`src/rtl/ddr2b_pkg.sv`:
```
package ddr2b_pkg;
  // Strobes from the control to the datapath
  typedef struct packed {
    logic kHigh;       // current fabric cycle is the K-high half
    logic issue;       // load a new command at this edge
    logic issueWrite;  // the new command is a write
  } dpStrb_t;
endpackage

```
`src/rtl/ddr2b_ctrl.sv`:
```
module ddr2b_ctrl
  import ddr2b_pkg::*;
#(
  parameter int LOCK_CYCLES = 1024
) (
  input  logic    clk,
  input  logic    rst,
  input  logic    dllBypass,
  input  logic    lockRestart,
  input  logic    reqValid,
  input  logic    reqWrite,
  output logic    reqReady,
  output dpStrb_t strb
);
  localparam int CNT_W = $clog2(LOCK_CYCLES + 1);
  localparam logic [CNT_W-1:0] LOCK_MAX = CNT_W'(LOCK_CYCLES);

  logic             phase;        // 0 = K-high half, 1 = K#-high half
  logic [CNT_W-1:0] lockCnt;
  logic             lastWasRead;  // command on the bus this memory cycle is a read
  logic             locked;
  logic             accept;

  always_ff @(posedge clk) begin
    if (rst) begin
      phase       <= 1'b0;
      lockCnt     <= '0;
      lastWasRead <= 1'b0;
    end else begin
      phase <= ~phase;
      if (lockRestart)
        lockCnt <= '0;
      else if (phase && lockCnt != LOCK_MAX)
        lockCnt <= lockCnt + 1'b1;
      if (phase)
        lastWasRead <= accept && !reqWrite;
    end
  end

  assign locked   = dllBypass || (lockCnt == LOCK_MAX);
  assign reqReady = locked && phase && !lockRestart && !(lastWasRead && reqWrite);
  assign accept   = reqValid && reqReady;

  always_comb begin
    strb.kHigh      = ~phase;
    strb.issue      = accept;
    strb.issueWrite = reqWrite;
  end

  // a restart event blocks acceptance on the following cycle
  a_r3_restart_blocks: assert property (@(posedge clk) disable iff (rst)
    (lockRestart && !dllBypass) |=> !reqReady);

  // acceptance only at the end of a memory cycle
  a_r4_one_per_cycle: assert property (@(posedge clk) disable iff (rst)
    accept |=> !reqReady);
endmodule

```
`src/rtl/ddr2b_datapath.sv`:
```
module ddr2b_datapath
  import ddr2b_pkg::*;
#(
  parameter int ADDR_W = 20,
  parameter int DATA_W = 18
) (
  input  logic              clk,
  input  logic              rst,
  input  dpStrb_t           strb,
  input  logic [ADDR_W-1:0] reqAddr,
  input  logic [DATA_W-1:0] reqWdata0,
  input  logic [DATA_W-1:0] reqWdata1,
  output logic              rdValid,
  output logic [DATA_W-1:0] rdData0,
  output logic [DATA_W-1:0] rdData1,
  output logic              memKRise,
  output logic              memLdN,
  output logic              memRwN,
  output logic [ADDR_W-1:0] memAddr,
  output logic [DATA_W-1:0] memDqOut,
  output logic              memDqOe,
  input  logic [DATA_W-1:0] memDqIn
);
  localparam int RD_LAT = 3;  // fabric stages from command end to last beat

  logic              ldN, rwN;
  logic [ADDR_W-1:0] addrQ;
  logic [DATA_W-1:0] wd0Q, wd1Q, beat2Q, dqQ;
  logic              oeQ;
  logic [RD_LAT-1:0] rdPipe;
  logic [DATA_W-1:0] rd0Q, rd1Q;
  logic              validQ;
  logic              curWrite, curRead;

  assign curWrite = !ldN && !rwN;
  assign curRead  = !ldN &&  rwN;

  always_ff @(posedge clk) begin
    if (rst) begin
      ldN    <= 1'b1;
      rwN    <= 1'b1;
      addrQ  <= '0;
      wd0Q   <= '0;
      wd1Q   <= '0;
      beat2Q <= '0;
      dqQ    <= '0;
      oeQ    <= 1'b0;
      rdPipe <= '0;
      rd0Q   <= '0;
      rd1Q   <= '0;
      validQ <= 1'b0;
    end else begin
      // read return: beats land in the 4th and 5th fabric cycles after command start
      rdPipe <= {rdPipe[RD_LAT-2:0], (!strb.kHigh && curRead)};
      if (rdPipe[1]) rd0Q <= memDqIn;
      if (rdPipe[2]) rd1Q <= memDqIn;
      validQ <= rdPipe[2];

      if (!strb.kHigh) begin
        // end of a memory cycle: load the next command or a NOP
        ldN <= !strb.issue;
        if (strb.issue) begin
          rwN   <= !strb.issueWrite;
          addrQ <= reqAddr;
          wd0Q  <= reqWdata0;
          wd1Q  <= reqWdata1;
        end
        // write beats follow one memory cycle after the command
        oeQ <= curWrite;
        if (curWrite) begin
          dqQ    <= wd0Q;
          beat2Q <= wd1Q;
        end
      end else if (oeQ) begin
        dqQ <= beat2Q;
      end
    end
  end

  assign memKRise = strb.kHigh;
  assign memLdN   = ldN;
  assign memRwN   = rwN;
  assign memAddr  = strb.kHigh ? addrQ : {addrQ[ADDR_W-1:1], ~addrQ[0]};
  assign memDqOut = dqQ;
  assign memDqOe  = oeQ;
  assign rdValid  = validQ;
  assign rdData0  = rd0Q;
  assign rdData1  = rd1Q;

  // a command in the K-high half comes from an acceptance on the edge before
  a_r4_cmd_from_accept: assert property (@(posedge clk) disable iff (rst)
    (!ldN && strb.kHigh) |-> $past(strb.issue));

  // the strobe holds across both halves of a memory cycle
  a_r4_cmd_held: assert property (@(posedge clk) disable iff (rst)
    strb.kHigh |=> $stable(ldN));

  // the output enable only rises after a write command
  a_r6_oe_after_write: assert property (@(posedge clk) disable iff (rst)
    $rose(oeQ) |-> $past(curWrite));

  // write beats never overlap returning read beats
  a_r8_no_bus_clash: assert property (@(posedge clk) disable iff (rst)
    !(oeQ && (rdPipe[1] || rdPipe[2])));
endmodule

```
`src/rtl/ddr2b_ctrl_top.sv`:
```
module ddr2b_ctrl_top
  import ddr2b_pkg::*;
#(
  parameter int ADDR_W      = 20,
  parameter int DATA_W      = 18,
  parameter int LOCK_CYCLES = 1024
) (
  input  logic              clk,
  input  logic              rst,
  input  logic              dllBypass,
  input  logic              lockRestart,
  input  logic              reqValid,
  output logic              reqReady,
  input  logic              reqWrite,
  input  logic [ADDR_W-1:0] reqAddr,
  input  logic [DATA_W-1:0] reqWdata0,
  input  logic [DATA_W-1:0] reqWdata1,
  output logic              rdValid,
  output logic [DATA_W-1:0] rdData0,
  output logic [DATA_W-1:0] rdData1,
  output logic              memKRise,
  output logic              memLdN,
  output logic              memRwN,
  output logic [ADDR_W-1:0] memAddr,
  output logic [DATA_W-1:0] memDqOut,
  output logic              memDqOe,
  input  logic [DATA_W-1:0] memDqIn
);
  dpStrb_t strb;

  ddr2b_ctrl #(.LOCK_CYCLES(LOCK_CYCLES)) ctrl_i (
    .clk(clk), .rst(rst), .dllBypass(dllBypass), .lockRestart(lockRestart),
    .reqValid(reqValid), .reqWrite(reqWrite), .reqReady(reqReady), .strb(strb)
  );

  ddr2b_datapath #(.ADDR_W(ADDR_W), .DATA_W(DATA_W)) dp_i (
    .clk(clk), .rst(rst), .strb(strb),
    .reqAddr(reqAddr), .reqWdata0(reqWdata0), .reqWdata1(reqWdata1),
    .rdValid(rdValid), .rdData0(rdData0), .rdData1(rdData1),
    .memKRise(memKRise), .memLdN(memLdN), .memRwN(memRwN), .memAddr(memAddr),
    .memDqOut(memDqOut), .memDqOe(memDqOe), .memDqIn(memDqIn)
  );
endmodule

```
`config.mk`:
```
export PLATFORM = sky130hd
export DESIGN_NAME = ddr2b_ctrl_top
export DESIGN_NICKNAME = d
export VERILOG_FILES = /design/src/rtl/ddr2b_pkg.sv /design/src/rtl/ddr2b_ctrl.sv /design/src/rtl/ddr2b_datapath.sv /design/src/rtl/ddr2b_ctrl_top.sv
export SDC_FILE = /design/constraint.sdc
export NUM_CORES = 1
export LEC_CHECK = 0
export BUFFER_PORTS_ARGS = -buffer_cell sky130_fd_sc_hd__clkbuf_2
export CAP_MARGIN = 20
export CORE_MARGIN = 2
export CORE_UTILIZATION = 57
export DETAILED_ROUTE_END_ITERATION = 10
export MAX_ROUTING_LAYER = met4
export PLACE_DENSITY = 0.88
export SLEW_MARGIN = 40
export SYNTH_ARGS = -nofsm -noshare
export SYNTH_HDL_FRONTEND = slang
export SYNTH_SLANG_ARGS = --single-unit
```
`constraint.sdc`:
```
create_clock -name clk -period 6.11 [get_ports clk]
set_clock_uncertainty 0.15 [all_clocks]
set_input_delay 1.222 -clock clk [delete_from_list [all_inputs] [get_ports clk]]
set_output_delay 1.222 -clock clk [all_outputs]
set_load 0.02 [all_outputs]
```
==> run summary <==
Max Buffers Root-to-Sink - 2
mean area per synthesized cell - 9.76 um^2
vias in the first global route - 4,497
Clock Latency Late Sink - 0.51 ns
layout cells sized above 1 - 0.266
Crit Path Class - flip-flop to output pin
FF+latch count, synth - 148
Yosys Warn Count - 0
Netlist cell types - 35
Die ar. - 11,600 um^2
core area - 10,400 um^2
register area - 2970 um^2
IO Count - 160
Setup WS pre-CTS - 2.55 ns
CP arrival - 2.23 ns
final hold viol count - 0
CTS root buf - clkbuf_8
initial antenna violation count - 0
largest net degree at the start of global routing - 129
post-route setup slack - 2.51 ns
top_reg_cell synth - dfxtp_1
sequential area share after synthesis - 0.485
Lkg Pwr - 0.00335 uW
RSZ-0062 raised after global routing - false
Comb power frac - 0.047
DR vias - 4,654
clock sinks - 148
setup TNS - 0 ns
final WL - 13,300 um
Tmin final - 3.60 ns
hold buffers post-CTS - 0
Final Max Tran Viols - 0
worst endpoint required time - 4.74 ns
DR WL/cell - 14.8 um
Final ANT Viol Nets - 0
status - finished clean
P_sw - 451 uW
asr flop ratio synth - 0
post-layout util - 0.721
# diodes - 0
pwr dens - 303 nW/um^2
clock share of power - 0.521
CTS Buf Count - 17
VDD IR max - 151 uV
Detailed Routing Iterations Pass 1 - 5
Multi-input gate area - 2820 um^2
Initial DRC Count - 250
Syn Std Cell Area - 6110 um^2
type of the worst min-delay path - flip-flop to flip-flop
period utilization - 0.589
maximum clock rate - 278 MHz
crit start category - flip-flop
CTS tree - yes
row count - 37
Max-Cap Viols - 0
fillers - 737
GR Overflow Total - 0
internal power - 1810 uW
Placer Congestion - 0.796
gr usage total - 0.238
Post-synth EDFFs - 0
CTS clk-pin slew, worst paths - 0.06 ns
# nets final - 829
initial core utilization - 0.589
# DRC - 0
CP Max Fanout - 28
first-pass GRT wire length - 21,000 um
area added between synthesis and finish - 22.4%
Final HPWL DP - 8660 um
Synth Net Count - 708
sequential group share of total power - 0.432
Die W - 108 um
CTS resizes - 0
Synth Instances - 626
H-Tree Level Count - 4
max_slew headroom - 0.504
Vias/cell - 5.19
Switching Share - 0.199
Worst Tran Pin Value - 0.744 ns
Die Y-Extent - 108 um
Final setup viols - 0
Port Buffers - 159
post-CTS setup buffer count - 0
hold slack - 0.305 ns
Crit. End Element - output pin
-- cell usage after synthesis, types with 2 or more instances --
master | number | area share
nor2_1 | 64 | 0.039
buf_6 | 2 | 0.0037
a21oi_1 | 21 | 0.017
xor2_1 | 6 | 0.0086
nor2b_1 | 5 | 0.0051
buf_1 | 6 | 0.0037
inv_1 | 3 | 0.0018
xnor2_1 | 2 | 0.0029
a211oi_1 | 19 | 0.023
ha_1 | 2 | 0.0041
or2_2 | 2 | 0.0020
nand4_1 | 4 | 0.0041
buf_4 | 19 | 0.023
buf_2 | 8 | 0.0066
dfxtp_1 | 148 | 0.48
mux2i_1 | 112 | 0.18
clkbuf_1 | 26 | 0.016
nand2_1 | 42 | 0.026
o21ai_0 | 2 | 0.0016
and4_1 | 2 | 0.0029
or3_1 | 4 | 0.0041
nand2b_1 | 113 | 0.12
a21o_1 | 2 | 0.0025
-- power groups by stage --
stage	clock network (uW)	registers (uW)	logic (uW)
6_report	1180	978	106
5_1_grt	1240	978	116
4_1_cts	1200	978	107
3_5_place_dp	0	999	105
3_3_place_gp	0	999	102
2_1_floorplan	0	999	67.0
-- sequential cells by signal, indices dropped and copies added, names as in the netlist, 3 cells and up --
| register | count |
|---|---|
| ctrl_i.lockCnt | 11 |
| dp_i.rdData1 | 18 |
| dp_i.wd1Q | 18 |
| dp_i.rdPipe | 3 |
| dp_i.addrQ | 20 |
| dp_i.rdData0 | 18 |
| dp_i.beat2Q | 18 |
| dp_i.wd0Q | 18 |
| dp_i.memDqOut | 18 |
-- metrics by stage --
stage / std cells / cell area (um^2) / power, uW
floorplan: 626 / 6110 / 1070
global placement: 864 / 6790 / 1100
detailed placement: 864 / 6800 / 1100
CTS: 896 / 7480 / 2280
global route: 896 / 7480 / 2330
finish: 896 / 7480 / 2260
-- cells by family after synthesis --
logic type,count (synthesis),share of synthesized area
simple gates,244,0.210
fa+ha+maj,2,0.00410
compound gates,48,0.0512
xor+xnor,8,0.0115
flops,148,0.485
buf+inv,64,0.0551
mux,112,0.183
-- layout by cell type, fill, tap and decap left out, types with 2 or more instances in the layout --
cell type,netlist,final
ha_1,2,2
clkinv_4,0,4
dfxtp_1,148,146
or2_2,2,2
a21oi_1,21,21
buf_6,2,2
nand2b_1,113,113
clkbuf_2,0,158
dfxtp_2,0,2
mux2i_1,112,112
xor2_1,6,6
o21ai_0,2,2
clkbuf_16,0,16
or3_1,4,4
inv_1,3,3
clkbuf_1,26,2
nand2_1,42,42
nor2b_1,5,5
buf_4,19,3
clkinv_2,0,2
nand4_1,4,4
bufinv_16,0,7
a211oi_1,19,19
nor2_1,64,64
xnor2_1,2,2
and4_1,2,2
-- area by class of cell --
cell class / instances / area share
clock buffers: 19 / 0.0564
clock inverters: 13 / 0.0341
inverters: 3 / 0.00151
multi-input cells: 414 / 0.377
flip-flops and latches: 148 / 0.396
well taps: 136 / 0.0228
repair buffers: 163 / 0.112
-- layer usage --
layer	share of wire	vias up	track usage
li1	-	2317	-
met5	0	-	-
met3	0.040	21	0.0557
met4	0.020	0	0.0925
met1	0.42	2206	0.282
met2	0.52	110	0.392
-- critical path, cell delays in order (launching register included) --
cell	delay, ns
dfxtp_1	0.31
buf_4	0.39
inv_1	0.19
a211oi_1	0.47
o21a_1	0.20
clkbuf_2	0.16
-- worst paths after layout --
check               start        endpoint  slack, ns  depth (start not counted)
max          ctrl_i.phase        reqReady       2.51                          5
min          dp_i.wd1Q[7]  dp_i.beat2Q[7]       0.30                          2
max reg2reg  ctrl_i.phase    dp_i.wd0Q[4]       3.71                          6
min reg2reg  dp_i.wd1Q[7]  dp_i.beat2Q[7]       0.30                          2
(Power assumes the default switching activity.)
